===== config.mk =====
export PLATFORM = sky130hd
export DESIGN_NAME = wdt_window_top
export DESIGN_NICKNAME = d
export VERILOG_FILES = /design/src/rtl/wdt_pkg.sv /design/src/rtl/wdt_prescaler.sv /design/src/rtl/wdt_postscaler.sv /design/src/rtl/wdt_window.sv /design/src/rtl/wdt_window_top.sv
export SDC_FILE = /design/constraint.sdc
export NUM_CORES = 1
export LEC_CHECK = 0
export ABC_CLOCK_PERIOD_IN_PS = 4300
export CORE_ASPECT_RATIO = 1.1
export CORE_MARGIN = 1
export CORE_UTILIZATION = 35
export CTS_BUF_LIST = sky130_fd_sc_hd__clkbuf_4 sky130_fd_sc_hd__clkbuf_8 sky130_fd_sc_hd__clkbuf_16
export CTS_CLUSTER_SIZE = 20
export DETAILED_ROUTE_END_ITERATION = 10
export PLACE_DENSITY_LB_ADDON = 0.15
export SYNTH_ARGS = -nofsm -noshare
export SYNTH_HDL_FRONTEND = slang
export SYNTH_SLANG_ARGS = --single-unit
export TNS_END_PERCENT = 50

===== constraint.sdc =====
create_clock -name clk -period 4.3 [get_ports clk]
set_clock_uncertainty 0.05 [all_clocks]
set_input_delay 0.645 -clock clk [delete_from_list [all_inputs] [get_ports clk]]
set_output_delay 0.645 -clock clk [all_outputs]
set_load 0.03 [all_outputs]

===== src/rtl/wdt_pkg.sv =====
package wdt_pkg;
  typedef enum logic {
    PRE_SHORT = 1'b0,
    PRE_LONG  = 1'b1
  } pre_mode_e;
endpackage


===== src/rtl/wdt_prescaler.sv =====
module wdt_prescaler #(
  parameter int SHORT_LOG2 = 5,
  parameter int LONG_LOG2  = 7
) (
  input  logic                   clk,
  input  logic                   rst,
  input  logic                   run,
  input  logic                   restart,
  input  wdt_pkg::pre_mode_e     mode,
  output logic [LONG_LOG2-1:0]   cnt,
  output logic                   tick
);
  localparam logic [LONG_LOG2-1:0] LONG_LIMIT  = '1;
  localparam logic [LONG_LOG2-1:0] SHORT_LIMIT = LONG_LOG2'((64'd1 << SHORT_LOG2) - 64'd1);

  logic [LONG_LOG2-1:0] limit;

  assign limit = (mode == wdt_pkg::PRE_LONG) ? LONG_LIMIT : SHORT_LIMIT;
  assign tick  = run && (cnt == limit);

  always_ff @(posedge clk) begin
    if (rst || restart) cnt <= '0;
    else if (run)       cnt <= tick ? '0 : cnt + 1'b1;
  end

  // the prescaler wraps to zero after each tick
  p_pre_wrap_r1: assert property (@(posedge clk) disable iff (rst)
    (tick && !restart) |=> (cnt == '0));
endmodule


===== src/rtl/wdt_postscaler.sv =====
module wdt_postscaler #(
  parameter int SEL_W = 4,
  parameter int CNT_W = (1 << SEL_W) - 1
) (
  input  logic             clk,
  input  logic             rst,
  input  logic             tick,
  input  logic             restart,
  input  logic [SEL_W-1:0] sel,
  output logic [CNT_W-1:0] cnt,
  output logic             terminal
);
  localparam int NSEL = 1 << SEL_W;

  logic [CNT_W-1:0] mask_tab [NSEL];

  for (genvar g = 0; g < NSEL; g++) begin : g_mask
    assign mask_tab[g] = CNT_W'((64'd1 << g) - 64'd1);
  end

  assign terminal = tick && (cnt == mask_tab[sel]);

  always_ff @(posedge clk) begin
    if (rst || restart) cnt <= '0;
    else if (tick)      cnt <= terminal ? '0 : cnt + 1'b1;
  end

  // the postscaler only moves on a prescaler tick or a restart
  p_post_hold_r2: assert property (@(posedge clk) disable iff (rst)
    (!tick && !restart) |=> $stable(cnt));
endmodule


===== src/rtl/wdt_window.sv =====
module wdt_window #(
  parameter int SHORT_LOG2 = 5,
  parameter int LONG_LOG2  = 7,
  parameter int SEL_W      = 4,
  parameter int CNT_W      = (1 << SEL_W) - 1
) (
  input  wdt_pkg::pre_mode_e   mode,
  input  logic [SEL_W-1:0]     sel,
  input  logic [LONG_LOG2-1:0] pre_cnt,
  input  logic [CNT_W-1:0]     post_cnt,
  output logic                 open
);
  localparam int EW = CNT_W + LONG_LOG2;

  logic [5:0]    plog;
  logic [5:0]    sh;
  logic [EW-1:0] elapsed;
  logic [EW-1:0] thr;

  // elapsed clocks since restart, compared to 3/4 of the full period
  assign plog    = (mode == wdt_pkg::PRE_LONG) ? 6'(LONG_LOG2) : 6'(SHORT_LOG2);
  assign sh      = plog + 6'(sel) - 6'd2;
  assign elapsed = (EW'(post_cnt) << plog) | EW'(pre_cnt);
  assign thr     = EW'(3) << sh;
  assign open    = (elapsed >= thr);
endmodule


===== src/rtl/wdt_window_top.sv =====
module wdt_window_top #(
  parameter int PRE_SHORT_LOG2 = 5,
  parameter int PRE_LONG_LOG2  = 7,
  parameter int POST_SEL_W     = 4
) (
  input  logic                  clk,
  input  logic                  rst,
  input  logic                  hw_en,
  input  logic                  sw_en_we,
  input  logic                  sw_en_wd,
  input  logic                  pre_sel,
  input  logic [POST_SEL_W-1:0] post_sel,
  input  logic                  win_dis,
  input  logic                  clr,
  input  logic                  clk_sw_done,
  input  logic                  lp_enter,
  input  logic                  lp_exit,
  input  logic                  in_lowpower,
  input  logic                  flag_clr,
  output logic                  wdt_rst,
  output logic                  wdt_wake,
  output logic                  to_flag
);
  import wdt_pkg::*;

  localparam int POST_CNT_W = (1 << POST_SEL_W) - 1;

  logic                     sw_en_q;
  logic                     active;
  logic                     restart;
  logic                     tick;
  logic                     timeout;
  logic                     win_open;
  logic                     early;
  logic [PRE_LONG_LOG2-1:0] pre_cnt;
  logic [POST_CNT_W-1:0]    post_cnt;
  pre_mode_e                mode;

  assign mode   = pre_mode_e'(pre_sel);
  assign active = hw_en || sw_en_q;

  always_ff @(posedge clk) begin
    if (rst)           sw_en_q <= 1'b0;
    else if (sw_en_we) sw_en_q <= sw_en_wd;
  end

  assign early   = active && clr && !win_dis && !win_open;
  assign restart = !active || clr || clk_sw_done || lp_enter || lp_exit || timeout;

  wdt_prescaler #(
    .SHORT_LOG2 (PRE_SHORT_LOG2),
    .LONG_LOG2  (PRE_LONG_LOG2)
  ) u_pre (
    .clk     (clk),
    .rst     (rst),
    .run     (active),
    .restart (restart),
    .mode    (mode),
    .cnt     (pre_cnt),
    .tick    (tick)
  );

  wdt_postscaler #(
    .SEL_W (POST_SEL_W),
    .CNT_W (POST_CNT_W)
  ) u_post (
    .clk      (clk),
    .rst      (rst),
    .tick     (tick),
    .restart  (restart),
    .sel      (post_sel),
    .cnt      (post_cnt),
    .terminal (timeout)
  );

  wdt_window #(
    .SHORT_LOG2 (PRE_SHORT_LOG2),
    .LONG_LOG2  (PRE_LONG_LOG2),
    .SEL_W      (POST_SEL_W),
    .CNT_W      (POST_CNT_W)
  ) u_win (
    .mode     (mode),
    .sel      (post_sel),
    .pre_cnt  (pre_cnt),
    .post_cnt (post_cnt),
    .open     (win_open)
  );

  always_ff @(posedge clk) begin
    if (rst) begin
      wdt_rst  <= 1'b0;
      wdt_wake <= 1'b0;
      to_flag  <= 1'b0;
    end else begin
      wdt_rst  <= (timeout && !in_lowpower) || early;
      wdt_wake <= timeout && in_lowpower && !early;
      if (timeout || early) to_flag <= 1'b1;
      else if (flag_clr)    to_flag <= 1'b0;
    end
  end

  // reset and wake requests never coincide
  p_pulse_excl_r7: assert property (@(posedge clk) disable iff (rst)
    !(wdt_rst && wdt_wake));

  // no reset request from a sleeping system without a clear
  p_lp_no_rst_r7: assert property (@(posedge clk) disable iff (rst)
    (active && in_lowpower && !clr) |=> !wdt_rst);

  // a disabled watchdog stays silent
  p_quiet_disabled_r6: assert property (@(posedge clk) disable iff (rst)
    !active |=> (!wdt_rst && !wdt_wake));

  // an early clear in window mode always resets
  p_early_rst_r8: assert property (@(posedge clk) disable iff (rst)
    (active && clr && !win_dis && !win_open) |=> wdt_rst);

  // flag holds until cleared
  p_flag_sticky_r10: assert property (@(posedge clk) disable iff (rst)
    (to_flag && !flag_clr) |=> to_flag);

  // every request is recorded in the flag
  p_flag_on_event_r10: assert property (@(posedge clk) disable iff (rst)
    (wdt_rst || wdt_wake) |-> to_flag);
endmodule


-- Yosys cells after proc, flatten, opt, wreduce, memory -nomap -nowiden
Memory sizes are Yosys's and may differ from the RTL's.
Cells that the tools add are included.
- register bits: 26
- memory bits (read-only): 240
- input port bits: 17
- output and inout bits: 3
- word-level logic and storage cells: 50
- memories: 1
- memory list (memory ; words ; bits a word ; rd ports ; clocked after memory_dff ; wr ports ; RTL line ; RTL):
    (name not given) ; 16 ; 15 ; 1 ; 0 ; 0 ; wdt_postscaler.sv:21 ; assign terminal = tick && (cnt == mask_tab[sel]);
- add/sub/neg operators: 4
- $lt $le $gt $ge: 2
- eq/ne operators: 2
- shift-type cells: 2
- muxes and demuxes: 8
- bitwise logic cells: 2
- reductions and logical operators: 23
- operator list (kind ; number):
    $mux W15 ; 3
    $ge A22 B22 Y1 ; 1
    $or A22 B7 Y22 ; 1
    $shl A15 B6 Y22 ; 1
    $shl A2 B6 Y22 const A ; 1
    $add A15 B1 Y15 const B ; 1
    $eq A15 B15 Y1 ; 1
    $mux W7 ; 2
    $logic_or A1 B1 Y1 ; 9
    $logic_and A1 B1 Y1 ; 8
    $add A7 B1 Y7 const B ; 1
    $eq A7 B7 Y1 ; 1
    $add A6 B4 Y6 ; 1
    $sub A6 B2 Y6 const B ; 1
    $ge A5 B5 Y1 const B ; 1
    $logic_not A1 Y1 ; 5
    $not A4 Y5 ; 1
    $mux W1 ; 2
    $mux W2 ; 1
    $reduce_bool A2 Y1 ; 1

-- Logic depth before layout (Yosys ltp)
- word-level depth: 9
- mapped depth: 19
- gate-level depth less buffers: 16

-- Modules after synthesis
A second synthesis with hierarchy kept.
- cell total of the unflattened synthesis: 314
- area, all modules: 2529.9 µm²
- modules (own cells, without submodules) (module ; times used ; cells each ; area an instance (µm²) ; sequential area each (µm²)):
    wdt_postscaler ; 1 ; 134 ; 1038.5 ; 300.3
    wdt_window ; 1 ; 126 ; 974.7 ; 0.0
    wdt_prescaler ; 1 ; 36 ; 351.6 ; 140.1
    wdt_window_top ; 1 ; 18 ; 165.2 ; 80.1

-- Worst setup path after synthesis
OpenSTA, ideal clock, no wires.
- path type: input -> register
- start: input port pre_sel
- end: register wdt_wake
- library setup time: 0.116 ns
- arrival: 4.145 ns
- required time: 4.134 ns
- path slack: -0.011 ns
- cell stages on the path: 19
- path buffers: 3
- path through: buf_6 -> clkbuf_1 -> inv_1 -> ha_1 -> inv_1 -> ha_1 -> inv_1 -> fa_1 -> xor2_1 -> and2_1 -> clkbuf_1 -> and3_1 -> ha_1 -> nand2b_1 -> a21oi_1 -> o221ai_1 -> a221oi_1 -> o21ai_0 -> and4_1
- word-level cells in the longest chain between the ends: 9
- elaborated cells between the ends (all ways): 16
- classes of those cells: 2 x add/sub; 1 x order compare; 1 x eq/ne; 2 x shift; 2 x mux; 1 x bitwise; 7 x reduce/logical
- RTL lines (what ; RTL line ; RTL):
    from (decl) ; wdt_window_top.sv:11 ; input logic pre_sel,
    $mux W2 ; wdt_window.sv:21 ; assign plog = (mode == wdt_pkg::PRE_LONG) ? 6'(LONG_LOG2) : 6'(SHORT_LOG2);
    $add A6 B4 Y6 ; wdt_window.sv:22 ; assign sh = plog + 6'(sel) - 6'd2;
    $sub A6 B2 Y6 ; wdt_window.sv:22 ;
    $shl A2 B6 Y22 ; wdt_window.sv:24 ; assign thr = EW'(3) << sh;
    $ge A22 B22 Y1 ; wdt_window.sv:25 ; assign open = (elapsed >= thr);
    $logic_not A1 Y1 ; wdt_window_top.sv:47 ; assign early = active && clr && !win_dis && !win_open;
    $logic_and A1 B1 Y1 ; wdt_window_top.sv:47 ;
    $logic_not A1 Y1 ; wdt_window_top.sv:96 ; wdt_wake <= timeout && in_lowpower && !early;
    $logic_and A1 B1 Y1 (*) ; wdt_window_top.sv:96 ;
    to (signal assigned) ; wdt_window_top.sv:96 ;
    to (decl) ; wdt_window_top.sv:21 ; output logic wdt_wake,
Mark *: on every way between the ends. The rest lies on a longest branch, timed or not.
A chain may end at the register's enable or synchronous reset.

-- Worst setup path in the final report
- start: input port pre_sel
- end: register to_flag
- word-level cells in the longest chain between the ends: 9
- elaborated cells between the ends (all ways): 16
- classes of those cells: 2 x add/sub; 1 x order compare; 1 x eq/ne; 2 x shift; 3 x mux; 1 x bitwise; 6 x reduce/logical
- RTL lines (what ; RTL line ; RTL):
    $mux W2 ; wdt_window.sv:21 ;
    $add A6 B4 Y6 ; wdt_window.sv:22 ;
    $sub A6 B2 Y6 ; wdt_window.sv:22 ;
    $shl A2 B6 Y22 ; wdt_window.sv:24 ;
    $ge A22 B22 Y1 ; wdt_window.sv:25 ;
    $logic_not A1 Y1 ; wdt_window_top.sv:47 ;
    $logic_and A1 B1 Y1 ; wdt_window_top.sv:47 ;
    $logic_or A1 B1 Y1 (*) ; wdt_window_top.sv:97 ; if (timeout || early) to_flag <= 1'b1;
    $mux W1 or $reduce_bool A2 Y1 (tied branches) ; n/a ;
    to (signal assigned) ; wdt_window_top.sv:93 ; to_flag <= 1'b0;
    to (signal assigned) ; wdt_window_top.sv:97 ;
    to (signal assigned) ; wdt_window_top.sv:98 ; else if (flag_clr) to_flag <= 1'b0;
    to (decl) ; wdt_window_top.sv:22 ; output logic to_flag
Marked as above.

==> results.py <==
metrics = {
    "yosys": {
        "async_flop_share": 0,
        "yosysUniqueCellTypes": 59,
        "synthFlopType": "dfxtp_1",
        "synth_area_um2": 2610,
        "postSynthCellCount": 316,
        "ys_warn_count": 0,
        "ys_seq_area_frac": 0.200,
        "synth_area_per_cell_um2": 8.25,
        "syn_nets": 363,
        "synth_edf_count": 0,
        "synth-seq-cells": 26,
    },
    "clock_network": {
        "clk_pin_slew_worst_paths_ps": 80,
        "cts_root_buffer": "clkbuf_8",
        "clk_path_buf_depth": 2,
        "worstSkewPairLatency_ps": 270,
        "clock-sinks": 26,
        "cts_buffers": 3,
        "cts_tree": "built",
        "htreeDepth": 1,
        "hold_buffers": 0,
    },
    "worst_hold_path": {
        "hold_path_class": "reg -> reg",
    },
    "critical_path": {
        "cp_common_cell": "inv_1",
        "cp_slowest_cell": "clkdlybuf4s50_1",
        "endpoint_kind": "register",
        "cp_cell_sequence": "clkdlybuf4s50_1, inv_1, ha_1, inv_1, ha_1, inv_1, fa_1, xor2_2, a21oi_2, buf_4, nand3_1, ha_4, nand4_1, nor4_2, a221oi_2, buf_4, a21oi_1, a21bo_2",
        "cpPeakStageDelay_ps": 480,
        "critPathKind": "in -> reg",
        "arrival_ps": 4190,
        "cp_max_fo": 7,
        "cp_data_required_time_ps": 4420,
        "cp-start-kind": "input pin",
    },
    "detailed_routing": {
        "ant_nets": 0,
        "vias_per_cell": 5.48,
        "post_drt_wl_per_cell_um": 15.7,
        "totalWireLength_um": 6630,
        "drt_iter0_drc": 92,
        "route.vias.total": 2311,
        "firstDrtPassIters": 5,
        "drc_errors": 0,
    },
    "cells_and_area": {
        "area_growth_pct": 15.8,
        "fin_area_um2": 3020,
        "layout-drive-gt1-share": 0.193,
        "nFillCells": 735,
        "layout.nets": 385,
        "final_common_cell": "nand2_1",
        "seq_area_um2": 520,
        "final_cells": 422,
        "fin_util": 0.424,
        "multi_input_area_um2": 1980,
        "n_antenna_cell": 0,
        "layout_common_cells": "32 x nand2_1, 28 x ha_1, 26 x dfxtp_1",
    },
    "sta": {
        "worst_slack_ps": 225,
        "holdWs_ps": 518,
        "worstMarginPinSlew_ps": 891,
        "min_period_ps": 4070,
        "setup_viol": 0,
        "slew_headroom": 0.406,
        "timing.final.crit_share": 0.948,
        "max_freq_ghz": 0.245,
        "hold_violations": 0,
        "tns_ps": 0,
        "maxSlewViolCount": 0,
    },
    "grt": {
        "antenna_found_initial": 0,
        "overflow": 0,
        "grt_max_degree": 23,
        "grt_pass1_vias": 2136,
        "globalRouteTotalUtil": 0.174,
        "grt_pass1_wl_um": 10800,
    },
    "placement": {
        "pre_cts_slack_ps": -161,
        "gp_congestion": 0.894,
        "dp.cells": 418,
        "detailed_place.area_um2": 2930,
        "dpl.hpwl_um": 5190,
        "port_buffers": 19,
    },
    "flow_run": {
        "maxCapViolCount": 0,
    },
    "floorplanning": {
        "fp.dieH_um": 92.5,
        "fp-row-count": 32,
        "die_x_um": 84.3,
        "io_pins": 20,
        "dieArea_um2": 7800,
        "core_um2": 7130,
        "initial_core_util": 0.366,
    },
    "outcome": {
        "outcome": "complete, no violations",
    },
    "power": {
        "p_per_area_nw_per_um2": 195,
        "leakagePower_nw": 1.17,
        "irDropWorstVdd_uv": 103,
        "power_mw": 0.589,
    },
}
where the power goes:
group	total, mW	internal, mW	switching, mW
clock network	0.157	0.0818	0.0755
logic	0.188	0.0884	0.0999
registers	0.244	0.242	0.00126
synthesized netlist by cell type (2+ instances only):
cell type | count | area, um2
and3_1 | 6 | 37.5
xor2_1 | 12 | 105
mux2i_1 | 3 | 30.0
buf_2 | 4 | 20.0
nand3_1 | 15 | 75.1
a221oi_1 | 2 | 17.5
a21bo_2 | 2 | 20.0
nand4_1 | 11 | 68.8
nor4_1 | 3 | 18.8
nor3_2 | 9 | 90.1
a31oi_1 | 2 | 12.5
xnor2_1 | 11 | 96.3
and2_1 | 8 | 50.1
nand2b_1 | 3 | 18.8
or3_1 | 2 | 12.5
o21ai_0 | 11 | 55.1
nor2_1 | 17 | 63.8
inv_1 | 11 | 41.3
mux2_2 | 14 | 158
nor2b_1 | 3 | 18.8
and4_1 | 2 | 17.5
dfxtp_1 | 26 | 521
a211o_1 | 2 | 17.5
a21o_1 | 3 | 22.5
nor3b_1 | 3 | 22.5
nand2_1 | 32 | 120
buf_6 | 2 | 22.5
ha_1 | 29 | 363
clkbuf_1 | 11 | 41.3
nor3_1 | 14 | 70.1
a21oi_1 | 15 | 75.1
metal layers:
layer | vias to the layer above | share of wire | global-route usage
li1 | 1185 | - | -
met5 | - | 0 | 0
met3 | 6 | 0.019 | 0.0250
met1 | 1091 | 0.48 | 0.229
met4 | 0 | 0.0086 | 0.0244
met2 | 29 | 0.49 | 0.308
logic make-up (layout without fill, tap and decap cells):
group                      count (synthesis)  count (layout)  share of synthesized area
AOI/OAI and AO/OA                         51              51                      0.145
xor gates and xnor gates                  23              23                     0.0773
adders and majority gates                 30              30                      0.147
buffers and inverters                     30              51                     0.0566
DFF                                       26              26                      0.200
muxes                                     18              18                     0.0777
and+or+nand+nor                          138             138                      0.297
path summary, 6_finish.rpt:
path         slack (ps)                    endpoint  depth (start not counted)                 startpoint
max                 230        to_flag$_SDFFE_PP0P_                         18                    pre_sel
min                 520        sw_en_q$_SDFFE_PP0P_                          2       sw_en_q$_SDFFE_PP0P_
max reg2reg        1940  u_post.cnt[0]$_SDFFE_PP0P_                          6  u_pre.cnt[5]$_SDFFE_PP0N_
min reg2reg         520        sw_en_q$_SDFFE_PP0P_                          2       sw_en_q$_SDFFE_PP0P_
final cells by class:
cell class | instances | share of cell area
repair buffers | 36 | 0.105
inverters | 11 | 0.0137
flip-flops and latches | 26 | 0.172
multi-input cells | 260 | 0.655
well taps | 85 | 0.0352
clock buffers | 4 | 0.0182
worst max-delay path, delay by kind of cell:
| kind | cells | cell delay, ps |
|---|---|---|
| fa+ha+maj | 4 | 1200 |
| buf+inv | 6 | 1000 |
| compound gates | 4 | 590 |
| simple gates | 3 | 560 |
| xor+xnor | 1 | 190 |
sequential cells by signal (all words and copies together), names as in the netlist:
| signal | count |
|---|---|
| wdt_wake | 1 |
| u_pre.cnt | 7 |
| u_post.cnt | 15 |
| wdt_rst | 1 |
| sw_en_q | 1 |
| to_flag | 1 |
what timing repair did:
| action | in CTS | in global routing |
|---|---|---|
| setup endpoints to repair | 0 | 3 |
| setup buffers | 0 | 0 |
| resized for setup | 0 | 6 |
No activity file was read; power rests on OpenSTA's default activity.
